## src/rtl/adcser_pkg.sv

```systemverilog
package adcser_pkg;

  localparam int SMP_W     = 16;
  localparam int EXT_W     = 4;
  localparam int WORD_W    = SMP_W + EXT_W;
  localparam int LANE_W    = 2 * WORD_W;
  localparam int NUM_LANES = 4;
  localparam int CNT_W     = $clog2(LANE_W + 1);

  typedef enum logic [1:0] {
    RES_18 = 2'b00,
    RES_14 = 2'b01,
    RES_16 = 2'b10,
    RES_20 = 2'b11
  } res_e;

  typedef enum logic [1:0] {
    LM_ONE  = 2'b00,
    LM_TWO  = 2'b01,
    LM_HALF = 2'b10,
    LM_RSV  = 2'b11
  } lane_e;

  typedef struct packed {
    logic [SMP_W-1:0] smp;
    logic [EXT_W-1:0] ext;
  } chan_s;

  typedef struct packed {
    chan_s a;
    chan_s b;
  } pair_s;

  // word length in bits for a resolution code
  function automatic logic [CNT_W-1:0] res_bits(res_e r);
    case (r)
      RES_14:  res_bits = CNT_W'(14);
      RES_16:  res_bits = CNT_W'(16);
      RES_20:  res_bits = CNT_W'(20);
      default: res_bits = CNT_W'(18);
    endcase
  endfunction

  // left-aligned output word; positions below the resolution are zero
  function automatic logic [WORD_W-1:0] map_word(chan_s c, logic avg, res_e r);
    logic [WORD_W-1:0] w;
    w = {c.smp, (avg ? c.ext : {EXT_W{1'b0}})};
    case (r)
      RES_14:  map_word = {w[WORD_W-1 -: 14], 6'b0};
      RES_16:  map_word = {w[WORD_W-1 -: 16], 4'b0};
      RES_18:  map_word = {w[WORD_W-1 -: 18], 2'b0};
      default: map_word = w;
    endcase
  endfunction

  // frame length in bit-clock cycles
  function automatic logic [CNT_W-1:0] frame_len(res_e r, lane_e m);
    frame_len = (m == LM_HALF) ? CNT_W'(res_bits(r) << 1) : res_bits(r);
  endfunction

  // samples gathered per frame
  function automatic logic [1:0] slots_needed(lane_e m);
    slots_needed = (m == LM_TWO) ? 2'd2 : 2'd1;
  endfunction

endpackage

```

## src/rtl/adcser_buffer.sv

```systemverilog
module adcser_buffer
  import adcser_pkg::*;
#(
  parameter int NSLOT = 2,
  localparam int CW = $clog2(NSLOT + 1)
) (
  input  logic                 clk,
  input  logic                 rst,
  input  logic                 smp_vld,
  input  pair_s                smp_in,
  input  lane_e                mode_req,
  input  logic                 launch,
  output pair_s [NSLOT-1:0]    slots,
  output logic                 buf_full,
  output logic                 ovr_err
);

  logic [CW-1:0] count;
  logic          ovr_evt;

  assign buf_full = (count >= CW'(slots_needed(mode_req)));
  assign ovr_evt  = smp_vld && buf_full && !launch;

  always_ff @(posedge clk) begin
    if (rst) begin
      count   <= '0;
      ovr_err <= 1'b0;
      slots   <= '0;
    end else begin
      ovr_err <= ovr_evt;
      if (launch) begin
        count <= smp_vld ? CW'(1) : '0;
        if (smp_vld) slots[0] <= smp_in;
      end else if (smp_vld && !buf_full) begin
        for (int i = 0; i < NSLOT; i++) begin
          if (count == CW'(i)) slots[i] <= smp_in;
        end
        count <= count + CW'(1);
      end
    end
  end

endmodule

```

## src/rtl/adcser_mapper.sv

```systemverilog
module adcser_mapper
  import adcser_pkg::*;
#(
  parameter int NSLOT = 2
) (
  input  pair_s [NSLOT-1:0]                 slots,
  input  res_e                              res,
  input  lane_e                             mode,
  input  logic                              avg,
  output logic [NUM_LANES-1:0][LANE_W-1:0]  load_w
);

  localparam logic [WORD_W-1:0] ZW = '0;

  logic [NSLOT-1:0][WORD_W-1:0] ma;
  logic [NSLOT-1:0][WORD_W-1:0] mb;
  logic [CNT_W-1:0]             rb;
  logic [LANE_W-1:0]            shared_w;

  for (genvar s = 0; s < NSLOT; s++) begin : g_map
    assign ma[s] = map_word(slots[s].a, avg, res);
    assign mb[s] = map_word(slots[s].b, avg, res);
  end

  assign rb       = res_bits(res);
  assign shared_w = {ma[0], ZW} | ({mb[0], ZW} >> rb);

  always_comb begin
    load_w = '0;
    case (mode)
      LM_TWO: begin
        load_w[0] = {ma[0], ZW};
        load_w[1] = {ma[1], ZW};
        load_w[2] = {mb[0], ZW};
        load_w[3] = {mb[1], ZW};
      end
      LM_HALF: load_w[0] = shared_w;
      default: begin
        load_w[0] = {ma[0], ZW};
        load_w[2] = {mb[0], ZW};
      end
    endcase
  end

endmodule

```

## src/rtl/adcser_shifter.sv

```systemverilog
module adcser_shifter
  import adcser_pkg::*;
(
  input  logic                              clk,
  input  logic                              rst,
  input  logic                              launch,
  input  logic [NUM_LANES-1:0][LANE_W-1:0]  load_w,
  input  logic [CNT_W-1:0]                  len_new,
  output logic                              busy,
  output logic [CNT_W-1:0]                  frm_cnt,
  output logic [CNT_W-1:0]                  frm_len,
  output logic                              frm_last,
  output logic [NUM_LANES-1:0]              lane_bits
);

  assign frm_last = busy && (frm_cnt == frm_len - CNT_W'(1));

  always_ff @(posedge clk) begin
    if (rst) begin
      busy    <= 1'b0;
      frm_cnt <= '0;
      frm_len <= '0;
    end else if (launch) begin
      busy    <= 1'b1;
      frm_cnt <= '0;
      frm_len <= len_new;
    end else if (busy) begin
      if (frm_last) busy <= 1'b0;
      else          frm_cnt <= frm_cnt + CNT_W'(1);
    end
  end

  for (genvar l = 0; l < NUM_LANES; l++) begin : g_lane
    logic [LANE_W-1:0] sh;
    always_ff @(posedge clk) begin
      if (rst)         sh <= '0;
      else if (launch) sh <= load_w[l];
      else if (busy)   sh <= {sh[LANE_W-2:0], 1'b0};
    end
    assign lane_bits[l] = busy && sh[LANE_W-1];
  end

endmodule

```

## src/rtl/adcser_clkgen.sv

```systemverilog
module adcser_clkgen
  import adcser_pkg::*;
(
  input  logic             clk,
  input  logic             rst,
  input  logic             busy,
  input  logic [CNT_W-1:0] frm_cnt,
  input  logic [CNT_W-1:0] frm_len,
  output logic             fclk,
  output logic             dclk
);

  always_ff @(posedge clk) begin
    if (rst) dclk <= 1'b0;
    else     dclk <= ~dclk;
  end

  assign fclk = busy && (frm_cnt < (frm_len >> 1));

endmodule

```

## src/rtl/adc_out_serializer.sv

```systemverilog
module adc_out_serializer
  import adcser_pkg::*;
#(
  parameter int NSLOT = 2
) (
  input  logic             clk,
  input  logic             rst,
  input  logic             smp_vld,
  input  logic [SMP_W-1:0] smp_a,
  input  logic [SMP_W-1:0] smp_b,
  input  logic [EXT_W-1:0] ext_a,
  input  logic [EXT_W-1:0] ext_b,
  input  logic             avg_en,
  input  logic [1:0]       res_sel,
  input  logic [1:0]       lane_sel,
  output logic             lane_a0,
  output logic             lane_a1,
  output logic             lane_b0,
  output logic             lane_b1,
  output logic             fclk,
  output logic             dclk,
  output logic             ovr_err
);

  res_e  res_req;
  lane_e mode_req;
  pair_s smp_in;

  assign res_req  = res_e'(res_sel);
  assign mode_req = lane_e'(lane_sel);
  assign smp_in   = '{a: '{smp: smp_a, ext: ext_a}, b: '{smp: smp_b, ext: ext_b}};

  // named internal events, observed by the bound checker
  logic                             launch;
  logic                             buf_full;
  logic                             busy;
  logic                             frm_last;
  logic [CNT_W-1:0]                 frm_cnt;
  logic [CNT_W-1:0]                 frm_len;
  res_e                             act_res;
  lane_e                            act_mode;
  pair_s [NSLOT-1:0]                slots;
  logic [NUM_LANES-1:0][LANE_W-1:0] load_w;
  logic [NUM_LANES-1:0]             lane_bits;

  assign launch = buf_full && (!busy || frm_last);

  adcser_buffer #(.NSLOT(NSLOT)) u_buf (
    .clk      (clk),
    .rst      (rst),
    .smp_vld  (smp_vld),
    .smp_in   (smp_in),
    .mode_req (mode_req),
    .launch   (launch),
    .slots    (slots),
    .buf_full (buf_full),
    .ovr_err  (ovr_err)
  );

  adcser_mapper #(.NSLOT(NSLOT)) u_map (
    .slots  (slots),
    .res    (res_req),
    .mode   (mode_req),
    .avg    (avg_en),
    .load_w (load_w)
  );

  adcser_shifter u_shf (
    .clk       (clk),
    .rst       (rst),
    .launch    (launch),
    .load_w    (load_w),
    .len_new   (frame_len(res_req, mode_req)),
    .busy      (busy),
    .frm_cnt   (frm_cnt),
    .frm_len   (frm_len),
    .frm_last  (frm_last),
    .lane_bits (lane_bits)
  );

  adcser_clkgen u_clk (
    .clk     (clk),
    .rst     (rst),
    .busy    (busy),
    .frm_cnt (frm_cnt),
    .frm_len (frm_len),
    .fclk    (fclk),
    .dclk    (dclk)
  );

  // configuration in force for the frame on the wire
  always_ff @(posedge clk) begin
    if (rst) begin
      act_res  <= RES_18;
      act_mode <= LM_ONE;
    end else if (launch) begin
      act_res  <= res_req;
      act_mode <= mode_req;
    end
  end

  assign lane_a0 = lane_bits[0];
  assign lane_a1 = lane_bits[1];
  assign lane_b0 = lane_bits[2];
  assign lane_b1 = lane_bits[3];

endmodule

```

## config.mk

```make
export PLATFORM = sky130hd
export DESIGN_NAME = adc_out_serializer
export DESIGN_NICKNAME = d
export VERILOG_FILES = /design/src/rtl/adcser_pkg.sv /design/src/rtl/adcser_buffer.sv /design/src/rtl/adcser_mapper.sv /design/src/rtl/adcser_shifter.sv /design/src/rtl/adcser_clkgen.sv /design/src/rtl/adc_out_serializer.sv
export SDC_FILE = /design/constraint.sdc
export NUM_CORES = 1
export LEC_CHECK = 0
export BUFFER_PORTS_ARGS = -buffer_cell sky130_fd_sc_hd__buf_4
export CORE_UTILIZATION = 48
export CTS_CLUSTER_DIAMETER = 60
export CTS_CLUSTER_SIZE = 24
export DETAILED_ROUTE_END_ITERATION = 8
export MAX_ROUTING_LAYER = met4
export PLACE_DENSITY = 0.68
export SLEW_MARGIN = 5
export SYNTH_ARGS = -nofsm -noshare
export SYNTH_HDL_FRONTEND = slang
export SYNTH_SLANG_ARGS = --single-unit
```

## constraint.sdc

```tcl
create_clock -name clk -period 3.1 [get_ports clk]
set_clock_uncertainty 0.2 [all_clocks]
set_input_delay 0.62 -clock clk [delete_from_list [all_inputs] [get_ports clk]]
set_output_delay 0.62 -clock clk [all_outputs]
set_load 0.01 [all_outputs]
```

==> run metrics, run 1 <==
status=completed; critical path type=register to primary output; initial antenna violation count=0; Slew @ Worst Pin=562 ps; Placer Congestion=around 0.84; post-synth top area share=0.440; Pwr Total=7000 µW; First-pass DRT Iterations=5; post-synthesis cell area=between 0.008 and 0.009 mm²; Crit Path Max Fanout=6; Synth area leaders=dfxtp_1 44%, nand2b_1 6.7%, mux2i_1 5.8%, nand2_1 4.9%, nor2_1 4.0%; RSZ-0062 raised after global routing=false; Synth Register Bits=196; nets@finish=1,091; Tot GR Track Use=0.250; Yosys top cell by area=dfxtp_1; initial drt markers=553; grt ovf=0; critical path startpoint category=register; list of most frequent post-synthesis cells=196 x dfxtp_1, 117 x nand2_1, 95 x nand2b_1; fin crit period=just under 3000 ps; instance count of the mapped netlist=just under 1k; Mean Syn Cell Area=roughly 9 µm²; post-synthesis cell type count=67; P&R area growth vs syn=16.7%; Worst Slack Setup Final=slightly above 200 ps; port bufs=54; placed cells=1,243; CTS H-tree lvls=4; Clock Path Buffers=2; vias in the first global route=6,901; worst relative slew slack=0.624; Max Cap Viol=0; Final Core Density=0.576; hold-fix buffer count after cts=0; sequential area share after synthesis=0.440; final antenna-violating net count=0; Synth Net Count=~1.1k; Die Area=0.0191 mm²; # setup viols final=0; Core ar.=0.0181 mm²; Hold/Removal Path Class=register to register; drc violations=0; initial core utilization=0.494; later-pin clock latency in the skew report=between 400 and 500 ps; Reg clk slew, reported paths=70 ps; Antenna Cells=0; asr flop ratio synth=0; PD cells=672 mW/mm²; # IOs=between 50 and 60; Setup WS pre-CTS=6.52 ps; CTS sink cnt=196; ratio of final minimum period to clock period=0.934; cts bufs inserted=17; # rows=49; post-CTS setup buffer count=0; dpl hpwl=15,400 µm; Via density=~5.8; CP top delay family=compound AO/OA/AOI/OAI gates; EDFF count, synth=0; LEAKAGE=0.00414 µW; routed wire length per instance=17.7 µm; Max Freq=345 MHz; TritonCTS clock tree=done; Root Driver=clkbuf_16; crit-path cells=inv_2 -> ha_1 -> a21boi_0 -> o21ai_0 -> nand2b_1 -> a2111oi_2 -> buf_4; routed wire length=22,600 µm; Slew Limit Fails=0; Worst EP required=~2300 ps; Chip Height=138 µm; total number of vias=7,369; Die Wd=approximately 140 µm; slowest stage delay, CP=between 400 and 500 ps; Bufs and invs on worst path=2; global-route wire length before repair=around 37,000 µm; layout cells sized above 1=0.163; Syn. warnings=0; CP Capture Type=primary output; largest net degree at the start of global routing=75; VDD IR max=0.000476 V; CP arrival=2070 ps; layout filler cell count=1,628; Final Non-Filler Cells=approximately 1.3k; ys flop type=dfxtp_1; CP max-delay cell=dfxtp_1; Setup Total Neg Slack=0 ps; cell with the most instances after synthesis=dfxtp_1; Final Hold Fails=0
-- per-layer routing --
metal | vias up | wire (µm) | track usage | part of all wire
met4 | 0 | 344 | 0.0692 | 0.015
met2 | 182 | 10300 | 0.378 | 0.45
met1 | 3557 | 10900 | 0.343 | 0.48
met5 | - | 0 | - | 0
li1 | 3607 | - | - | -
met3 | 23 | 1050 | 0.0423 | 0.047
-- power by group --
part / total, µW / internal [µW] / switching (µW)
combinational: 1730 / 748 / 978
sequential: 3020 / 2790 / 221
clock: 2260 / 1170 / 1100
-- worst register-to-register path: stages (launching register included) --
cell	delay, ps
dfxtp_1	390
inv_1	70
ha_1	300
xor2_1	140
nand3_1	160
o21a_1	330
or3_1	400
buf_4	190
buf_4	190
o41ai_2	360
-- cells by family after synthesis --
family / after synthesis / synth area share
AOI/OAI and AO/OA: 212 / 0.178
xor gates and xnor gates: 9 / 0.00883
adders and majority gates: 10 / 0.0140
buffers and inverters: 102 / 0.0492
DFF: 196 / 0.440
muxes: 70 / 0.0936
and+or+nand+nor: 396 / 0.217
-- cell usage in the layout (no fill, tap or decap), types with 6 or more instances in the layout --
master,count
inv_1,18
nand2b_1,95
nor3_1,13
buf_12,12
or3_1,6
a211oi_1,8
a31oi_1,6
a32o_1,6
o221ai_1,7
mux4_2,10
dfxtp_1,196
buf_4,89
ha_1,10
a22o_1,20
mux2_2,7
nor4_1,20
o21ai_0,13
xnor2_1,6
a221oi_1,6
and2_1,9
a222oi_1,9
clkbuf_16,17
nand3_1,15
a21oi_1,61
a2111oi_0,10
nor2_1,93
mux2i_1,52
a221o_1,12
a21o_1,16
nand2_1,117
-- flip-flops by register name, indices dropped and copies added, names as in the netlist --
| signal | cells |
|---|---|
| u_shf.g_lane.sh | 100 |
| u_buf.slots | 80 |
| u_shf.frm_cnt | 6 |
| u_shf.frm_len | 5 |
| u_buf.count | 2 |
| u_buf.ovr_err | 1 |
| u_clk.dclk | 1 |
| u_shf.busy | 1 |
-- stage by stage --
step | hold WS (ps) | instance area, µm²
final | 222 | 10400
after global routing | 223 | 10400
after CTS | 217 | 10400
after detailed placement | 201 | 9800
after global placement | 196 | 9800
after floorplan | 220 | 8930
-- cell type report --
| type | instances | area, µm² | share of cell area |
|---|---|---|---|
| clock buffer | 17 | 425 | 0.0408 |
| clock inverter | 15 | 188 | 0.0180 |
| inverter | 20 | 75.1 | 0.00721 |
| multi-input combinational | 697 | 4610 | 0.443 |
| sequential | 196 | 3920 | 0.377 |
| tap | 229 | 287 | 0.0275 |
| timing repair buffer | 101 | 908 | 0.0872 |
-- timing repair --
action                                  4_1_cts  5_1_grt
resized for setup                             0        2
endpoints found under the setup margin        0        1
endpoints found under the hold margin         0        0
-- final timing paths --
path	startpoint	end	slack [ps]	cells after the start
setup / recovery	u_shf.frm_len[3]$_SDFFE_PP0P_	fclk	210	7
hold / removal	u_clk.dclk$_SDFF_PP0_	u_clk.dclk$_SDFF_PP0_	220	1
setup reg to reg	u_shf.frm_len[1]$_SDFFE_PP0P_	u_shf.g_lane[2].sh[24]$_SDFFE_PP0P_	280	9
hold reg to reg	u_clk.dclk$_SDFF_PP0_	u_clk.dclk$_SDFF_PP0_	220	1
Note: power is estimated with default switching activity, not from simulation.
==> run 2, diff against run 1 <==
--- a/config.mk
+++ b/config.mk
@@ -6,6 +6,7 @@
 export NUM_CORES = 1
 export LEC_CHECK = 0
 export BUFFER_PORTS_ARGS = -buffer_cell sky130_fd_sc_hd__buf_4
+export CORE_MARGIN = 8
 export CORE_UTILIZATION = 48
 export CTS_CLUSTER_DIAMETER = 60
 export CTS_CLUSTER_SIZE = 24
==> run 2 against run 1 <==
Effect of this change: sequential cell count is the same; final cell count is essentially flat; maximum frequency grew 1.2%; non-clock buffer count shrank 3; sequential share of layout area grew 0.14 points; global-route usage shrank 5.0 points; total power shrank 1.1%; largest cell class unchanged; highest routed layer unchanged.
==> run metrics, run 2 (same netlist as run 1, synthesis figures left out) <==
CP arrival=2040 ps; CP max-delay cell=dfxtp_1; Via density=5.74; Logic pwr share=0.245; Die Area=0.0232 mm²; routed wire length per instance=17.9 µm; Final Core Density=0.562; Die Wd=152 µm; port bufs=54; RSZ-0062 raised after global routing=false; CTS sink cnt=196; routed wire length=approximately 23,000 µm; Top cell by count, worst path=o21ai_0; ratio of final minimum period to clock period=0.923; GR Layer Usage met3=0.0286; final antenna-violating net count=0; Crit Path Max Fanout=5; PD cells=667 mW/mm²; P&R area growth vs syn=16.3%; Slew @ Worst Pin=487 ps; Max Cap Viol=0; Clock Path Buffers=2; Worst Slack Setup Final=239 ps; most frequent cells in the layout=195 x dfxtp_1, 117 x nand2_1, 95 x nand2b_1; layout cells sized above 1=0.160; # setup viols final=0; Chip Height=152 µm; largest net degree at the start of global routing=96; max FFs per register=100; Pwr Total=roughly 6900 µW; layout filler cell count=1,671; Worst EP required=2280 ps; VDD IR max=0.000427 V; slowest stage delay, CP=~430 ps; worst relative slew slack=0.667; Max Freq=between 300 and 400 MHz; global-route wire length before repair=approximately 37,000 µm; initial drt markers=634; # rows=50; Slew Limit Fails=0; area of the multi-input gates=0.00461 mm²; Reg with most FFs=u_shf.g_lane.sh; status=completed; sequential power share=0.436; met1 Resource Use GR=0.260; most common cell after layout, fill and taps aside=dfxtp_1; grt peak-use layer=met2; switching share of power=0.314; Tot GR Track Use=0.200; sw power=2170 µW; critical path type=register to primary output; drc violations=0; First-pass DRT Iterations=5; Setup Total Neg Slack=0 ps; fin crit period=2860 ps; initial core utilization=0.484; LEAKAGE=0.00411 µW; Hold/Removal Path Class=register to register; Core ar.=0.0185 mm²; total number of vias=around 7.3k; # IOs=55; Clock power frac=0.320; GR Layer Usage met2=0.321; Placer Congestion=a little over 0.8; Root Driver=clkbuf_16; cts bufs inserted=17; hold-fix buffer count after cts=0; critical path startpoint category=register; TritonCTS clock tree=done; nets@finish=about 1.1k; Int Power=4750 µW; initial antenna violation count=0; Reg clk slew, reported paths=about 70 ps; dpl hpwl=about 15,000 µm; Top Registers=u_shf.g_lane.sh x100, u_buf.slots x80, u_shf.frm_cnt x6; crit-path cells=ha_1 -> o21ai_0 -> a21boi_0 -> o21ai_0 -> nand2b_1 -> a2111oi_2 -> buf_4; CP Capture Type=primary output; grt ovf=0; Final Hold Fails=0; Setup WS pre-CTS=approximately 6.6 ps; CTS H-tree lvls=4; hold slack=about 220 ps; vias in the first global route=6,952; later-pin clock latency in the skew report=430 ps; sequential cell area=0.00393 mm²; Antenna Cells=0
## run 2: cell count changes in the layout (fill, tap and decap cells not counted), sizes merged
cell | previous run | this run
buf | 101 | 98
bufinv | 1 | 2
clkbuf | 17 | 19
clkinv | 6 | 4
clkinvlp | 2 | 4
inv | 26 | 22
## run 2: final timing paths
kind	startpoint	endpoint	slack (ps)	cells past startpoint
worst min-delay path	u_clk.dclk$_SDFF_PP0_	u_clk.dclk$_SDFF_PP0_	220	1
worst min register to register	u_clk.dclk$_SDFF_PP0_	u_clk.dclk$_SDFF_PP0_	220	1
worst max-delay path	u_shf.frm_cnt[1]$_SDFFE_PP0P_	fclk	240	7
worst max register to register	u_shf.frm_len[1]$_SDFFE_PP0P_	u_shf.frm_len[1]$_SDFFE_PP0P_	310	9
## run 2: what timing repair did
item                       CTS  global route
setup endpoints to repair    0             1
resized for setup            0             3
setup buffers                0             0
## run 2: layer usage
metal	vias to the layer above	wire length [µm]
li1	3583	-
met1	3535	10900
met2	188	10800
met3	21	895
met4	0	266
met5	-	0
## run 2: power by group through the flow
stage / Combinational, µW / Clock, µW / Sequential, µW
after floorplan: 1150 / 0 / 2990
after global placement: 1660 / 0 / 3060
after CTS: 1690 / 2260 / 3010
after detailed placement: 1680 / 0 / 3070
after global routing: 1850 / 2360 / 3050
final: 1690 / 2210 / 3020
## run 2: final cells by class
type / count / area share
Multi-Input combinational cell: 697 / 0.444
Sequential cell: 196 / 0.378
Tap cell: 234 / 0.0282
Clock buffer: 19 / 0.0427
Clock inverter: 12 / 0.0143
Timing Repair Buffer: 98 / 0.0853
Inverter: 20 / 0.00723
## run 2: through the flow
step | cells | area, µm²
after CTS | 1276 | 10400
after global placement | 1245 | 9780
after floorplan | 995 | 8930
final | 1276 | 10400
after global routing | 1276 | 10400
after detailed placement | 1245 | 9780
## run 2: worst max-delay path, delay by kind of cell (launching register included)
kind,cells,cell delay (ps)
fa+ha+maj,1,260
compound gates,4,670
buf+inv,1,180
simple gates,1,90
flops,1,430
==> run 3, diff against run 2 <==
--- a/config.mk
+++ b/config.mk
@@ -6,6 +6,7 @@
 export NUM_CORES = 1
 export LEC_CHECK = 0
 export BUFFER_PORTS_ARGS = -buffer_cell sky130_fd_sc_hd__buf_4
+export CORE_ASPECT_RATIO = 1.2
 export CORE_MARGIN = 8
 export CORE_UTILIZATION = 48
 export CTS_CLUSTER_DIAMETER = 60
==> run 3 against run 2 <==
Effect of this change: total power is 2.2% lower; final cell count is 1.3% lower; global-route usage is 0.20 points higher; setup slack worse by 17 ps; design area is 1.2% lower; sequential power hardly changed; maximum frequency is 0.59% lower; sequential cell count stayed put; first-iteration DRC count is 3.6% lower; routed wire length is 2.3% lower.
==> run metrics, run 3 (same netlist as run 1, synthesis figures left out) <==
status=completed; Antenna Cells=0; First-pass DRT Iterations=7; most common cell after layout, fill and taps aside=dfxtp_1; CP Capture Type=primary output; # rows=54; layout cells sized above 1=0.156; layout filler cell count=1,647; routed wire length=22,300 µm; Placed Area=0.00967 mm²; Chip Height=165 µm; drc violations=0; Final Cell Area=0.0103 mm²; initial core utilization=0.489; Setup WS pre-CTS=-33.7 ps; ratio of final minimum period to clock period=0.928; Die Area=between 0.02 and 0.025 mm²; Clock Path Buffers=2; largest net degree at the start of global routing=97; CTS sink cnt=196; crit-path cells=ha_1 -> a21boi_0 -> o21ai_0 -> nand2b_1 -> a2111oi_2 -> buf_4; nets@finish=1,080; FF-to-FF End=u_shf.g_lane[2].sh[31]$_SDFFE_PP0P_; Max Freq=about 350 MHz; CP max-delay cell=dfxtp_1; Die Wd=between 100 and 150 µm; Hold/Removal Path Class=register to register; TritonCTS clock tree=done; # IOs=55; Placer Congestion=~0.86; later-pin clock latency in the skew report=440 ps; initial antenna violation count=0; Slew @ Worst Pin=734 ps; global-route wire length before repair=36,500 µm; Tot GR Track Use=0.202; hold endpoint=u_clk.dclk$_SDFF_PP0_; slowest stage delay, CP=470 ps; Worst R2R Start=u_shf.frm_len[1]$_SDFFE_PP0P_; critical path startpoint category=register; Reg with most FFs=u_shf.g_lane.sh; PD cells=about 660 mW/mm²; vias in the first global route=6,895; port bufs=54; worst hold path depth=1; routed wire length per instance=17.7 µm; Final Hold Fails=0; # setup viols final=0; Slew Limit Fails=0; post-CTS setup buffer count=0; most frequent cells in the layout=194 x dfxtp_1, 117 x nand2_1, 95 x nand2b_1; Setup Total Neg Slack=0 ps; fin crit period=2880 ps; LEAKAGE=0.00405 µW; Max Cap Viol=0; worst reg2reg path depth=10; Worst Slack Setup Final=222 ps; VDD IR max=~0.00045 V; max FFs per register=100; P&R area growth vs syn=14.8%; dpl hpwl=15,100 µm; grt ovf=0; initial drt markers=611; hold-fix buffer count after cts=0; Top Registers=u_shf.g_lane.sh x100, u_buf.slots x80, u_shf.frm_cnt x6; Via density=5.78; Worst EP required=2280 ps; worst relative slew slack=0.507; r2r setup slk=290 ps; CP arrival=2060 ps; Core ar.=0.0182 mm²; total number of vias=7,271; Final Core Density=0.562; Crit Path Max Fanout=7; CTS H-tree lvls=4; hold path start=u_clk.dclk$_SDFF_PP0_; cts bufs inserted=17; final antenna-violating net count=0; critical path type=register to primary output; Reg clk slew, reported paths=70 ps; Root Driver=clkbuf_16
[run 3: changes by cell type in the layout (fill, tap and decap cells not counted)]
cell / delta
bufinv_16: -2
clkinv_2: -1
clkbuf_8: +1
dfxtp_2: +1
buf_12: -3
inv_6: +1
dfxtp_1: -1
inv_8: +2
buf_4: -5
[run 3: layer usage]
metal | share of wire | global-route usage | wire [µm] | up-vias
li1 | - | - | - | 3588
met1 | 0.48 | 0.260 | 10700 | 3474
met2 | 0.46 | 0.324 | 10400 | 176
met3 | 0.038 | 0.0328 | 840 | 33
met4 | 0.020 | 0.0597 | 456 | 0
met5 | 0 | - | 0 | -
[run 3: critical path: cells and delay by family, from the launching register on]
family,cells,cell delay (ps)
buffers and inverters,1,170
DFF,1,470
and+or+nand+nor,1,90
AOI/OAI and AO/OA,3,610
adders and majority gates,1,280
[run 3: final cells by class]
class | count | area [µm²] | area share
multi-input cells | 697 | 4610 | 0.450
flip-flops and latches | 196 | 3930 | 0.383
repair buffers | 90 | 788 | 0.0769
clock buffers | 20 | 457 | 0.0446
well taps | 224 | 280 | 0.0273
clock inverters | 12 | 115 | 0.0112
inverters | 20 | 75.1 | 0.00732
[run 3: per-stage QoR]
step                      instances  power, µW  hold slack (ps)
after floorplan                 995       4140              220
after global placement         1227       4660              196
after detailed placement       1227       4680              201
after CTS                      1259       6800              214
after global routing           1259       7110              229
final                          1259       6770              212
[run 3: repair_timing]
item / CTS / global route
gates resized for setup: 0 / 4
endpoints found under the hold margin: 0 / 0
setup endpoints to repair: 0 / 1
[run 3: worst max path at each step]
stage | to | slack (ps) | cells past startpoint | startpoint
floorplan | u_shf.g_lane[3].sh[36]$_SDFFE_PP0P_ | 80 | 11 | lane_sel[0]
global placement | u_shf.g_lane[1].sh[39]$_SDFFE_PP0P_ | 40 | 11 | lane_sel[1]
detailed placement | u_shf.g_lane[1].sh[39]$_SDFFE_PP0P_ | -30 | 11 | lane_sel[1]
CTS | fclk | 90 | 7 | u_shf.frm_cnt[1]$_SDFFE_PP0P_
global route | fclk | -20 | 8 | u_shf.frm_len[2]$_SDFFE_PP0P_
finish | fclk | 220 | 6 | u_shf.frm_cnt[2]$_SDFFE_PP0P_
[run 3: power breakdown]
| group | leakage (µW) | switching [µW] | internal (µW) | total, µW |
|---|---|---|---|---|
| Sequential | 0.00160 | 228 | 2800 | 3020 |
| Clock | 0.000268 | 1030 | 1100 | 2130 |
| Combinational | 0.00219 | 934 | 682 | 1620 |
| Total | 0.00405 | 2190 | 4580 | 6770 |
